**src/rtl/scan_tap_pkg.sv**
```systemverilog
package scan_tap_pkg;

    localparam int unsigned IR_BITS = 3;
    localparam int unsigned ID_BITS = 32;

    typedef enum logic [3:0] {
        ST_RESET    = 4'd0,
        ST_IDLE     = 4'd1,
        ST_SEL_DR   = 4'd2,
        ST_CAP_DR   = 4'd3,
        ST_SHIFT_DR = 4'd4,
        ST_EXIT1_DR = 4'd5,
        ST_PAUSE_DR = 4'd6,
        ST_EXIT2_DR = 4'd7,
        ST_UPD_DR   = 4'd8,
        ST_SEL_IR   = 4'd9,
        ST_CAP_IR   = 4'd10,
        ST_SHIFT_IR = 4'd11,
        ST_EXIT1_IR = 4'd12,
        ST_PAUSE_IR = 4'd13,
        ST_EXIT2_IR = 4'd14,
        ST_UPD_IR   = 4'd15
    } tap_state_e;

    typedef enum logic [IR_BITS-1:0] {
        OP_EXTEST   = 3'b000,
        OP_IDCODE   = 3'b001,
        OP_SAMPLE_Z = 3'b010,
        OP_RSVD_A   = 3'b011,
        OP_SAMPLE   = 3'b100,
        OP_RSVD_B   = 3'b101,
        OP_RSVD_C   = 3'b110,
        OP_BYPASS   = 3'b111
    } tap_op_e;

    typedef enum logic [1:0] {
        SEL_BYPASS   = 2'd0,
        SEL_IDENT    = 2'd1,
        SEL_BOUNDARY = 2'd2
    } dr_sel_e;

    // Controller transition for one rising test-clock edge
    function automatic tap_state_e tap_next(input tap_state_e s, input logic tms);
        tap_state_e n;
        case (s)
            ST_RESET:    n = tms ? ST_RESET    : ST_IDLE;
            ST_IDLE:     n = tms ? ST_SEL_DR   : ST_IDLE;
            ST_SEL_DR:   n = tms ? ST_SEL_IR   : ST_CAP_DR;
            ST_CAP_DR:   n = tms ? ST_EXIT1_DR : ST_SHIFT_DR;
            ST_SHIFT_DR: n = tms ? ST_EXIT1_DR : ST_SHIFT_DR;
            ST_EXIT1_DR: n = tms ? ST_UPD_DR   : ST_PAUSE_DR;
            ST_PAUSE_DR: n = tms ? ST_EXIT2_DR : ST_PAUSE_DR;
            ST_EXIT2_DR: n = tms ? ST_UPD_DR   : ST_SHIFT_DR;
            ST_UPD_DR:   n = tms ? ST_SEL_DR   : ST_IDLE;
            ST_SEL_IR:   n = tms ? ST_RESET    : ST_CAP_IR;
            ST_CAP_IR:   n = tms ? ST_EXIT1_IR : ST_SHIFT_IR;
            ST_SHIFT_IR: n = tms ? ST_EXIT1_IR : ST_SHIFT_IR;
            ST_EXIT1_IR: n = tms ? ST_UPD_IR   : ST_PAUSE_IR;
            ST_PAUSE_IR: n = tms ? ST_EXIT2_IR : ST_PAUSE_IR;
            ST_EXIT2_IR: n = tms ? ST_UPD_IR   : ST_SHIFT_IR;
            ST_UPD_IR:   n = tms ? ST_SEL_DR   : ST_IDLE;
            default:     n = ST_RESET;
        endcase
        return n;
    endfunction

endpackage

```
**src/rtl/scan_tap_fsm.sv**
```systemverilog
module scan_tap_fsm
    import scan_tap_pkg::*;
(
    input  logic       tck,
    input  logic       por_n,
    input  logic       tms,
    output tap_state_e state_q,
    output tap_state_e state_d
);

    typedef struct packed {
        tap_state_e st;
    } fsm_t;

    fsm_t fsm_d, fsm_q;

    always_comb begin
        fsm_d    = fsm_q;
        fsm_d.st = tap_next(fsm_q.st, tms);
    end

    always_ff @(posedge tck or negedge por_n) begin
        if (!por_n) begin
            fsm_q <= '{st: ST_RESET};
        end else begin
            fsm_q <= fsm_d;
        end
    end

    assign state_q = fsm_q.st;
    assign state_d = fsm_d.st;

endmodule

```
**src/rtl/scan_tap_ir.sv**
```systemverilog
module scan_tap_ir
    import scan_tap_pkg::*;
(
    input  logic               tck,
    input  logic               por_n,
    input  logic               tdi,
    input  tap_state_e         state_q,
    input  tap_state_e         state_d,
    output logic [IR_BITS-1:0] shreg_q,
    output tap_op_e            instr_q,
    output dr_sel_e            sel,
    output logic               hiz_q,
    output logic               extest_q
);

    localparam logic [IR_BITS-1:0] CAPTURE_PATTERN = 3'b001;

    typedef struct packed {
        logic [IR_BITS-1:0] shreg;
        tap_op_e            instr;
        logic               hiz;
        logic               extest;
    } ir_t;

    ir_t ir_d, ir_q;

    always_comb begin
        ir_d = ir_q;
        case (state_q)
            ST_CAP_IR:   ir_d.shreg = CAPTURE_PATTERN;
            ST_SHIFT_IR: ir_d.shreg = {tdi, ir_q.shreg[IR_BITS-1:1]};
            default:     ir_d.shreg = ir_q.shreg;
        endcase
        // The active instruction moves only on entry to Update-IR or in reset
        if (state_d == ST_RESET) begin
            ir_d.instr = OP_IDCODE;
        end else if (state_d == ST_UPD_IR) begin
            ir_d.instr = tap_op_e'(ir_q.shreg);
        end
        ir_d.hiz    = (ir_d.instr == OP_SAMPLE_Z);
        ir_d.extest = (ir_d.instr == OP_EXTEST);
    end

    always_ff @(posedge tck or negedge por_n) begin
        if (!por_n) begin
            ir_q <= '{shreg: CAPTURE_PATTERN, instr: OP_IDCODE, hiz: 1'b0, extest: 1'b0};
        end else begin
            ir_q <= ir_d;
        end
    end

    always_comb begin
        case (ir_q.instr)
            OP_EXTEST, OP_SAMPLE, OP_SAMPLE_Z: sel = SEL_BOUNDARY;
            OP_IDCODE:                         sel = SEL_IDENT;
            default:                           sel = SEL_BYPASS;
        endcase
    end

    assign shreg_q  = ir_q.shreg;
    assign instr_q  = ir_q.instr;
    assign hiz_q    = ir_q.hiz;
    assign extest_q = ir_q.extest;

endmodule

```
**src/rtl/scan_tap_dr.sv**
```systemverilog
module scan_tap_dr
    import scan_tap_pkg::*;
#(
    parameter int unsigned          BSR_LEN  = 16,
    parameter logic [ID_BITS-1:0]   ID_VALUE = 32'h2C4B_9A07
) (
    input  logic               tck,
    input  logic               por_n,
    input  logic               tdi,
    input  tap_state_e         state_q,
    input  dr_sel_e            sel,
    input  logic [BSR_LEN-1:0] pins,
    output logic               dr_lsb
);

    typedef struct packed {
        logic               bypass;
        logic [ID_BITS-1:0] ident;
        logic [BSR_LEN-1:0] bsr;
    } dr_t;

    dr_t dr_d, dr_q;
    logic [BSR_LEN-1:0] bsr_shifted;

    generate
        if (BSR_LEN == 1) begin : g_single
            assign bsr_shifted = tdi;
        end else begin : g_chain
            assign bsr_shifted = {tdi, dr_q.bsr[BSR_LEN-1:1]};
        end
    endgenerate

    always_comb begin
        dr_d = dr_q;
        if (state_q == ST_CAP_DR) begin
            case (sel)
                SEL_BYPASS: dr_d.bypass = 1'b0;
                SEL_IDENT:  dr_d.ident  = ID_VALUE;
                default:    dr_d.bsr    = pins;
            endcase
        end else if (state_q == ST_SHIFT_DR) begin
            case (sel)
                SEL_BYPASS: dr_d.bypass = tdi;
                SEL_IDENT:  dr_d.ident  = {tdi, dr_q.ident[ID_BITS-1:1]};
                default:    dr_d.bsr    = bsr_shifted;
            endcase
        end
    end

    always_ff @(posedge tck or negedge por_n) begin
        if (!por_n) begin
            dr_q <= '0;
        end else begin
            dr_q <= dr_d;
        end
    end

    always_comb begin
        case (sel)
            SEL_BYPASS: dr_lsb = dr_q.bypass;
            SEL_IDENT:  dr_lsb = dr_q.ident[0];
            default:    dr_lsb = dr_q.bsr[0];
        endcase
    end

endmodule

```
**src/rtl/scan_tap.sv**
```systemverilog
module scan_tap
    import scan_tap_pkg::*;
#(
    parameter int unsigned        BSR_LEN  = 16,
    parameter logic [31:0]        ID_VALUE = 32'h2C4B_9A07
) (
    input  logic               tck,
    input  logic               por_n,
    input  logic               tms,
    input  logic               tdi,
    input  logic [BSR_LEN-1:0] pin_ring,
    output logic               tdo,
    output logic               tdo_en,
    output logic               core_hiz,
    output logic               extest_on
);

    tap_state_e          fsm_state;
    tap_state_e          fsm_next;
    tap_op_e             cur_instr;
    dr_sel_e             dr_select;
    logic [IR_BITS-1:0]  ir_shreg;
    logic                dr_lsb;

    scan_tap_fsm u_fsm (
        .tck     (tck),
        .por_n   (por_n),
        .tms     (tms),
        .state_q (fsm_state),
        .state_d (fsm_next)
    );

    scan_tap_ir u_ir (
        .tck      (tck),
        .por_n    (por_n),
        .tdi      (tdi),
        .state_q  (fsm_state),
        .state_d  (fsm_next),
        .shreg_q  (ir_shreg),
        .instr_q  (cur_instr),
        .sel      (dr_select),
        .hiz_q    (core_hiz),
        .extest_q (extest_on)
    );

    scan_tap_dr #(
        .BSR_LEN  (BSR_LEN),
        .ID_VALUE (ID_VALUE)
    ) u_dr (
        .tck     (tck),
        .por_n   (por_n),
        .tdi     (tdi),
        .state_q (fsm_state),
        .sel     (dr_select),
        .pins    (pin_ring),
        .dr_lsb  (dr_lsb)
    );

    // Falling-edge output stage
    typedef struct packed {
        logic tdo;
        logic en;
    } out_t;

    out_t out_d, out_q;

    always_comb begin
        out_d    = out_q;
        out_d.en = (fsm_state == ST_SHIFT_IR) || (fsm_state == ST_SHIFT_DR);
        if (fsm_state == ST_SHIFT_IR) begin
            out_d.tdo = ir_shreg[0];
        end else if (fsm_state == ST_SHIFT_DR) begin
            out_d.tdo = dr_lsb;
        end
    end

    always_ff @(negedge tck or negedge por_n) begin
        if (!por_n) begin
            out_q <= '0;
        end else begin
            out_q <= out_d;
        end
    end

    assign tdo    = out_q.tdo;
    assign tdo_en = out_q.en;

    // cur_instr is observed by the bound checker
    logic unused_instr;
    assign unused_instr = ^cur_instr;

endmodule

```
**config.mk**
```make
export PLATFORM = sky130hd
export DESIGN_NAME = scan_tap
export DESIGN_NICKNAME = d
export VERILOG_FILES = /design/src/rtl/scan_tap_pkg.sv /design/src/rtl/scan_tap_fsm.sv /design/src/rtl/scan_tap_ir.sv /design/src/rtl/scan_tap_dr.sv /design/src/rtl/scan_tap.sv
export SDC_FILE = /design/constraint.sdc
export NUM_CORES = 1
export LEC_CHECK = 0
export CORE_ASPECT_RATIO = 0.8
export CORE_MARGIN = 4
export CORE_UTILIZATION = 55
export CTS_CLUSTER_DIAMETER = 30
export DETAILED_ROUTE_END_ITERATION = 6
export PLACE_DENSITY = 0.74
export SLEW_MARGIN = 20
export SYNTH_ARGS = -nofsm -noshare
export SYNTH_HDL_FRONTEND = slang
export SYNTH_SLANG_ARGS = --single-unit
```
**constraint.sdc**
```tcl
create_clock -name tck -period 2.3 [get_ports tck]
set_clock_uncertainty 0.05 [all_clocks]
set_input_delay 0.345 -clock tck [delete_from_list [all_inputs] [get_ports tck]]
set_output_delay 0.345 -clock tck [all_outputs]
set_load 0.005 [all_outputs]
```
== After elaboration in Yosys (flattened, before gate mapping) ==
Cells that the tools add are included.
Storage, ports and cells
  register bits: 63
  bits in latches: 0
  bits in writable memories: 0
  bits in read-only memories: 0
  output and inout bits: 4
  memories: 0
Cells by class
  $add $sub $neg: 0
  $mul: 0
  div/mod/pow operators: 0
  $lt $le $gt $ge: 0
  equal/unequal tests: 23
  shift operators: 0
  mux-type cells: 28
  bitwise operators: 0
  reduce and logical (&&, ||, !) cells: 17
Operators by type and width (count)
  49-bit two-way mux: 2
  32-bit two-way mux: 2
  4-bit case mux with 12 select lines: 1
  4-bit equality test, second input constant: 9
  16-bit two-way mux: 2
  4-bit by 3-bit equality test with 1-bit output, second input constant: 4
  4-bit two-way mux: 4
  3-bit two-way mux: 4
  4-bit by 2-bit equality test with 1-bit output, second input constant: 2
  4-bit logical NOT: 2
  1-bit two-way mux: 7
  3-bit by 2-bit equality test with 1-bit output, second input constant: 2
  3-bit logical NOT: 2
  2-bit two-way mux: 3
  3-bit case mux with 2 select lines: 1
  2-bit nonzero test: 3
  2-bit OR reduction: 3
  3-bit OR reduction: 2
  4-bit by 1-bit equality test with 1-bit output, second input constant: 1
  2-bit inequality test, second input constant: 2
  2-bit case mux with 2 select lines: 1
  2-bit AND reduction: 2
  3-bit by 1-bit equality test with 1-bit output, second input constant: 1
  3-bit equality test, second input constant: 1
  5 further kinds: 5

== Depth between registers and ports, before layout ==
Gate-level depths: netlist of the first run.
  depth after elaboration: 8
  mapped depth: 7
  depth with buffers taken out: 4

== Modules after synthesis ==
From an unflattened synthesis of the first run, not the netlist that was laid out.
Unflattened totals
  cell total of the unflattened synthesis: 260
  area, all modules: 3168.0 µm²
Modules (own cells, without submodules)
  scan_tap_dr: instances 1, cells each 181, area an instance 2344.7 µm², sequential area each 1226.2 µm²
  scan_tap_ir: instances 1, cells each 35, area an instance 416.6 µm², sequential area each 202.7 µm²
  scan_tap_fsm: instances 1, cells each 37, area an instance 314.1 µm², sequential area each 100.1 µm²
  scan_tap: instances 1, cells each 7, area an instance 92.6 µm², sequential area each 50.0 µm²

==> impl_summary.txt, run 1 <==
----------------------------------------------------
[Clocking]
  CTS root buf ... clkbuf_8
  TritonCTS buffer count ... 9
  Number of buffers between clock root and the deepest sink ... 2
  Count of H-tree levels built during CTS ... 3
  Clock latency on the worst-skew pair ... 0.33 ns
  Clock-pin slew on the worst setup and hold paths ... 0.06 ns
  Clock tree from TritonCTS ... yes
  Sinks on Clock Net ... 63

[Worst setup path]
  Data required time of the worst path ... 1.25 ns
  Worst path arrival time ... 1.35 ns
  Setup Crit Path Kind ... reg -> reg
  Crit end category ... flop
  Launching element type of the critical path ... flop
  Critical Path Fanout Max ... 4

[Floorplanning]
  Die Height ... 72.62 um
  Number of top-level design ports ... 24
  Site Rows ... 23
  Initial core utilization ... 56.99%
  Die boundary width ... 88.77 um
  Die outline area ... 6446 um^2
  Core Box Area ... 5036 um^2

[Placed design]
  DP Wirelength ... 3674 um
  Final weighted congestion in routability-driven placement ... 0.8430
  Quantity of I/O buffers inserted on ports ... 23

[Global routing]
  Global-route wire length before repair ... 9591 um
  GR Util All Layers ... 19.31%
  Number of global-route vias before repair ... 2098
  Aggregate global routing overflow ... 0
  Largest net degree at the start of global routing ... 65
  Initial antenna violation count ... 0

[Synthesis]
  EDFF count, synth ... 0
  Post-synthesis net count ... 351
  Yosys top cell area share ... 51.44%
  Leading register cell type out of synthesis ... dfrtp_1
  Netlist area before placement ... 2870 um^2
  Ys Warns ... 0
  Leading cell type by number of instances after synthesis ... nand2_1
  Syn_area_per_cell ... 8.671 um^2
  Distinct cell type count after synthesis ... 37
  Share of synthesized area occupied by flip-flops and latches ... 55.01%
  Top area cells in the synthesized netlist ... dfrtp_1 (51%), nand2_1 (13%), nor2_1 (5.0%)
  Cell types with the highest counts after synthesis ... nand2_1 (98), dfrtp_1 (59), nor2_1 (38)
  Post-synthesis cell count ... 331
  Synthesis-stage register bit count ... 63
  Post-synth top area cell ... dfrtp_1
  Share of flip-flops with an asynchronous set or reset after synthesis ... 100.0%

[Timing]
  Post-route setup TNS ... -0.2093 ns
  Final-report setup violation count ... 3
  Number of endpoints with negative hold slack in the final report ... 0
  Worst slew margin relative to its limit ... 63.64%
  Count of pins over their slew limit ... 0
  Transition time of the tightest slew-check pin ... 0.5454 ns
  Final setup margin ... -0.09685 ns
  RSZ-0062 raised after global routing ... yes

[Power and ir drop]
  Sw frac ... 36.06%
  Pwr per Cell Area ... 1060 nW/um^2
  Worst IR Drop VDD ... 0.0009269 V
  Leakage power ... 1.450 nW
  Clock group share of total power ... 21.7%
  Internal cell power ... 0.002289 W
  Total chip power ... 0.003580 W
  Share of power burned in combinational logic ... 36.6%
  Switching component of the power ... 0.001291 W
  Sequential Power Share ... 41.8%

[Route]
  Residual antenna-violating net count after detailed routing ... 0
  DRC errors left ... 0
  Number of search-and-repair iterations in the first detailed-routing pass ... 4
  Average wire per standard cell ... 13.07 um
  Routed via count divided by cell count ... 5.358
  Final wirelength ... 5581 um
  Number of violations reported at the end of detailed-routing iteration 0 ... 215
  Via Count ... 2288

[Cells and area]
  Synthesis-to-layout area growth ... 17.61%
  Multi-input gate area in the final layout ... 1170 um^2
  Total inserted antenna cells ... 0
  Fraction of final layout cells with drive strength greater than 1 ... 13.15%
  Storage element area ... 1579 um^2
  NumNets Final ... 380
  Final design utilization ... 67.03%
  Fillers ... 423

[Run]
  Max-cap violation count ... 0

[Run status]
  Violations in the final reports ... negative setup slack
  Run status ... finished, violations left

[Min path]
  Tightest Hold Check Type ... reg -> reg

----------------------------------------------------
layout by cell type (no fill, tap or decap), types with 6 or more instances in the layout:
master,instances
a31oi_1,19
buf_4,18
clkbuf_8,9
o21ai_1,28
a21oi_1,6
o21ai_0,14
nand2_1,98
clkdlybuf4s50_1,20
nor2_1,37
dfrtp_1,59
state kept, by name, summed over array words and instances (netlist names):
| signal | count |
|---|---|
| u_ir.shreg_q | 3 |
| tdo | 1 |
| u_ir.extest_q | 1 |
| u_ir.hiz_q | 1 |
| tdo_en | 1 |
| u_fsm.state_q | 4 |
| u_ir.instr_q | 3 |
| u_dr.bsr_shifted | 15 |
| u_dr.dr_q | 34 |
metrics by stage:
step | cells | cell area, um^2 | worst slack [ns] | hold slack [ns]
floorplan | 331 | 2885 | -0.1159 | -0.0005911
global placement | 408 | 3196 | -0.1205 | 0.3252
detailed placement | 408 | 3196 | -0.1383 | 0.3236
CTS | 427 | 3371 | -0.09455 | 0.4401
global route | 427 | 3376 | -0.1540 | 0.4568
finish | 427 | 3376 | -0.09685 | 0.4318
critical path: stages, from the launching register on:
cell	delay, ns
dfrtp_1	0.38
or3b_4	0.43
a21oi_2	0.12
o22ai_1	0.09
final timing paths:
check | from | slack (ns) | depth (start not counted) | to
worst min-delay path | u_dr.dr_q[19] | 0.43 | 2 | u_dr.dr_q[19]
min in group asynchronous | por_n | 0.51 | 3 | u_dr.bsr_shifted[1]
max in group asynchronous | por_n | 0.71 | 2 | tdo_en
worst max register to register | u_fsm.state_q[2] | -0.1 | 3 | tdo
worst min register to register | u_dr.dr_q[19] | 0.43 | 2 | u_dr.dr_q[19]
worst max-delay path | u_fsm.state_q[2] | -0.1 | 3 | tdo
kinds of logic after synthesis:
| kind of cell | count (synthesis) | share of synthesized area, % |
|---|---|---|
| compound gates | 83 | 17.13 |
| xor+xnor | 1 | 0.3052 |
| buf+inv | 28 | 5.056 |
| flops | 63 | 55.01 |
| simple gates | 156 | 22.49 |
layer usage:
| metal | GRT usage [%] | wire (um) |
|---|---|---|
| met1 | 27.03 | 2750 |
| met2 | 29.08 | 2492 |
| met3 | 5.530 | 264 |
| met4 | 6.544 | 73 |
| met5 | 0 | 0 |
area by class of cell:
type | instances | share of cell area, %
tap | 62 | 2.298
timing repair buffer | 43 | 11.27
clock inverter | 4 | 0.6672
inverter | 3 | 0.3336
sequential | 63 | 46.78
multi-input combinational | 240 | 34.66
clock buffer | 12 | 4.003
timing repair:
action / CTS / global route
hold buffers: 1 / 0
endpoints found under the hold margin: 17 / 0
setup buffers: 2 / 0
endpoints found under the setup margin: 3 / 3
pin swaps: 0 / 0
gates resized for setup: 9 / 2
power by group through the flow:
stage	registers (W)	clock network, W	logic, W
CTS	0.00149	0.000808	0.00131
global placement	0.00150	0	0.00125
finish	0.00150	0.000775	0.00131
detailed placement	0.00151	0	0.00129
floorplan	0.00149	0	0.000903
global route	0.00152	0.000851	0.00147
(Power assumes the default switching activity.)
==> run 2: changes to the inputs <==
Settings changed: CTS_CLUSTER_DIAMETER 30 to 100.
==> results of run 2 <==
Same layout as run 1: the final DEF is identical, and so are final timing and power.
==> run 3: changes to the inputs <==
Settings changed: RECOVER_POWER set to 25, REMOVE_ABC_BUFFERS set to 1, SYNTH_HIERARCHICAL set to 1.
==> run 3 against run 2 <==
  * The flow still finishes with violations (negative setup slack)
  * Sequential power grew 15%
  * Combinational power rose by 93%
  * Sequential share of layout area down 7.9 points
  * Critical path type unchanged
  * Largest power group is now combinational logic
==> impl_summary.txt, run 3 <==
----------------------------------------------------
[Floorplanning]
  Initial core utilization ... 57.34% (+0.34 points)
  Die boundary width ... 92.86 um (+4.6%)
  Number of top-level design ports ... 24 (unchanged)
  Core Box Area ... 5525 um^2 (+9.7%)
  Site Rows ... 24 (+4.3%)
  Die Height ... 75.88 um (+4.5%)
  Die outline area ... 7046 um^2 (+9.3%)

[Cells and area]
  Max reg flops ... 34 (unchanged)
  Most frequent cells in the layout ... dfrtp_1 (58), buf_4 (34), nand2_1 (27), mux2_2 (27), clkdlybuf4s50_1 (20)
  Final design utilization ... 73.57% (+6.5 points)
  Total inserted antenna cells ... 0 (unchanged)
  Most frequent standard cell in the layout excluding fill and tap cells ... dfrtp_1
  Fraction of final layout cells with drive strength greater than 1 ... 39.94% (+27 points)
  Synthesis-to-layout area growth ... 28.32%
  Most flop-heavy register ... u_dr/dr_q
  NumNets Final ... 343 (-9.7%)

[Synthesis]
  Share of synthesized area occupied by flip-flops and latches ... 49.84% (-5.2 points)
  EDFF count, synth ... 0 (unchanged)
  Leading register cell type out of synthesis ... dfrtp_1
  Leading cell type by number of instances after synthesis ... dfrtp_1
  Top area cells in the synthesized netlist ... dfrtp_1 (47%), mux2_2 (9.6%), mux2_4 (4.7%)
  Distinct cell type count after synthesis ... 55 (+49%)
  Ys Warns ... 6 (+6)
  Yosys top cell area share ... 46.60% (-4.8 points)
  Post-synthesis cell count ... 260 (-21%)
  Synthesis-stage register bit count ... 63 (unchanged)
  Share of flip-flops with an asynchronous set or reset after synthesis ... 100.0% (unchanged)
  Syn_area_per_cell ... 12.18 um^2 (+41%)
  Netlist area before placement ... 3168 um^2 (+10%)
  Cell types with the highest counts after synthesis ... dfrtp_1 (59), nand2_1 (28), mux2_2 (27)
  Post-synth top area cell ... dfrtp_1

[Timing]
  Worst hold margin ... 0.4382 ns (+0.006359 ns)
  Transition time of the tightest slew-check pin ... 1.191 ns (+0.6455 ns)
  Worst slew margin relative to its limit ... 20.61% (-43 points)
  Final setup margin ... -0.3462 ns (-0.2493 ns)
  Count of pins over their slew limit ... 0 (unchanged)
  Number of endpoints with negative hold slack in the final report ... 0 (unchanged)
  RSZ-0062 raised after global routing ... yes
  Final-report setup violation count ... 4 (+1)

[Worst setup path]
  Launching element type of the critical path ... flop
  Cells along the critical path ... inv_2, nor3_4, mux2i_1, o21ai_1, o22a_1, o21a_1
  Slowest stage cell, crit path ... dfstp_2
  Critical Path Fanout Max ... 2 (-2)
  Setup Crit Path Kind ... reg -> reg
  Worst path arrival time ... 1.62 ns (+0.27 ns)
  Crit end category ... flop
  Data required time of the worst path ... 1.28 ns (+0.03 ns)
  CP max stage delay ... 0.54 ns (+0.11 ns)

[Global routing]
  Largest net degree at the start of global routing ... 39 (-40%)
  Aggregate global routing overflow ... 0 (unchanged)
  Number of global-route vias before repair ... 2050 (-2.3%)
  GR Util All Layers ... 17.79% (-1.5 points)
  Global-route wire length before repair ... 9535 um (-0.58%)
  Initial antenna violation count ... 0 (unchanged)

[Run status]
  Violations in the final reports ... negative setup slack
  Run status ... finished, violations left

[Clocking]
  Clock latency on the worst-skew pair ... 0.33 ns (about the same)
  TritonCTS buffer count ... 9 (unchanged)
  Sinks on Clock Net ... 63 (unchanged)
  CTS root buf ... clkbuf_8
  Count of H-tree levels built during CTS ... 3 (unchanged)
  Clock-pin slew on the worst setup and hold paths ... 0.06 ns (about the same)
  Clock tree from TritonCTS ... yes
  Number of buffers between clock root and the deepest sink ... 2 (unchanged)

[Run]
  Max-cap violation count ... 0 (unchanged)

[Placed design]
  Final weighted congestion in routability-driven placement ... 0.7953 (-5.7%)
  Quantity of I/O buffers inserted on ports ... 23 (unchanged)
  DP Wirelength ... 3866 um (+5.2%)
  Worst-case setup slack after placement ... -0.5110 ns (-0.3728 ns)

[Power and ir drop]
  Worst IR Drop VDD ... 0.001179 V (+27%)
  Pwr per Cell Area ... 1293 nW/um^2 (+22%)
  Leakage power ... 1.854 nW (+28%)

[Route]
  Routed via count divided by cell count ... 5.342 (-0.30%)
  Number of search-and-repair iterations in the first detailed-routing pass ... 4 (unchanged)
  Residual antenna-violating net count after detailed routing ... 0 (unchanged)
  Average wire per standard cell ... 14.97 um (+15%)
  DRC errors left ... 0 (unchanged)
  Final wirelength ... 6078 um (+8.9%)
  Number of violations reported at the end of detailed-routing iteration 0 ... 47 (-78%)
  Via Count ... 2169 (-5.2%)

[Min path]
  Tightest Hold Check Type ... reg -> reg

----------------------------------------------------
[run 3: changes by cell type in the layout (fill, tap and decap cells not counted), moves of 14 or more]
cell,change
o21ai_1,-26
mux2_2,+27
nand2_1,-71
a31oi_1,-19
nor2_1,-32
mux2i_1,+14
buf_4,+16
[run 3: final timing paths]
kind / start / endpoint / slack [ns] / cells after the start
setup reg to reg: u_ir/instr_q[0] / tdo / -0.35 / 6
min in group asynchronous: por_n / u_dr/dr_q[35] / 0.87 / 3
max in group asynchronous: por_n / u_fsm/state_q[3] / 0.45 / 3
hold / removal: u_dr/dr_q[45] / u_dr/dr_q[45] / 0.44 / 1
setup / recovery: u_ir/instr_q[0] / tdo / -0.35 / 6
hold reg to reg: u_dr/dr_q[45] / u_dr/dr_q[45] / 0.44 / 1
[run 3: routing by layer]
layer  global-route usage, %  wire, um  up-vias  part of all wire [%]
met5                       0         0        -                     0
met4                   4.228        50        0                  0.82
met3                   8.391       252        7                   4.1
met2                   27.37      2806       37                    46
met1                   23.14      2969     1080                    49
li1                        -         -     1045                     -
[run 3: layout make-up]
cell class	count	area (um^2)
well taps	78	97.59
inverters	17	63.81
fillers	402	1460
clock buffers	12	155.1
repair buffers	67	614.3
flip-flops and latches	63	1580
multi-input cells	165	1500
clock inverters	4	53.80
[run 3: cell families (layout without fill, tap and decap cells)]
kind of cell	after synthesis	after routing	share of synthesized area (%)
simple gates	67	67	12.36
flops	63	63	49.84
mux	59	59	21.60
compound gates	39	39	10.55
buf+inv	32	100	5.648
[run 3: repair_timing]
item / in CTS / in global routing
pin swaps: 4 / 8
hold buffers: 1 / 0
endpoints found under the setup margin: 8 / 15
endpoints found under the hold margin: 21 / 0
resized for setup: 13 / 17
gates cloned: 0 / 1
buffers inserted: 3 / 10
[run 3: power by group]
part | internal, W | leakage [nW] | switching, W | total [W]
Combinational | 0.00137 | 0.964 | 0.00116 | 0.00253
Sequential | 0.00153 | 0.791 | 0.000198 | 0.00173
Clock | 0.000562 | 0.0988 | 0.000432 | 0.000994
Total | 0.00346 | 1.85 | 0.00179 | 0.00526
[run 3: through the flow]
stage	instance area [um^2]	total power (W)	instances	setup TNS [ns]
final	4065	0.005257	406	-0.4986
after global routing	4065	0.005602	406	-0.9271
after CTS	3902	0.004932	396	-0.5545
after detailed placement	3654	0.003873	376	-1.837
after global placement	3654	0.003783	376	-1.442
after floorplan	3053	0.003103	245	-46.14
[run 3: critical path, delay by kind of cell, from the launching register on]
| kind | cells | cell delay [ns] |
|---|---|---|
| simple gates | 1 | 0.13 |
| compound gates | 3 | 0.37 |
| mux | 1 | 0.20 |
| flops | 1 | 0.54 |
| buf+inv | 1 | 0.05 |
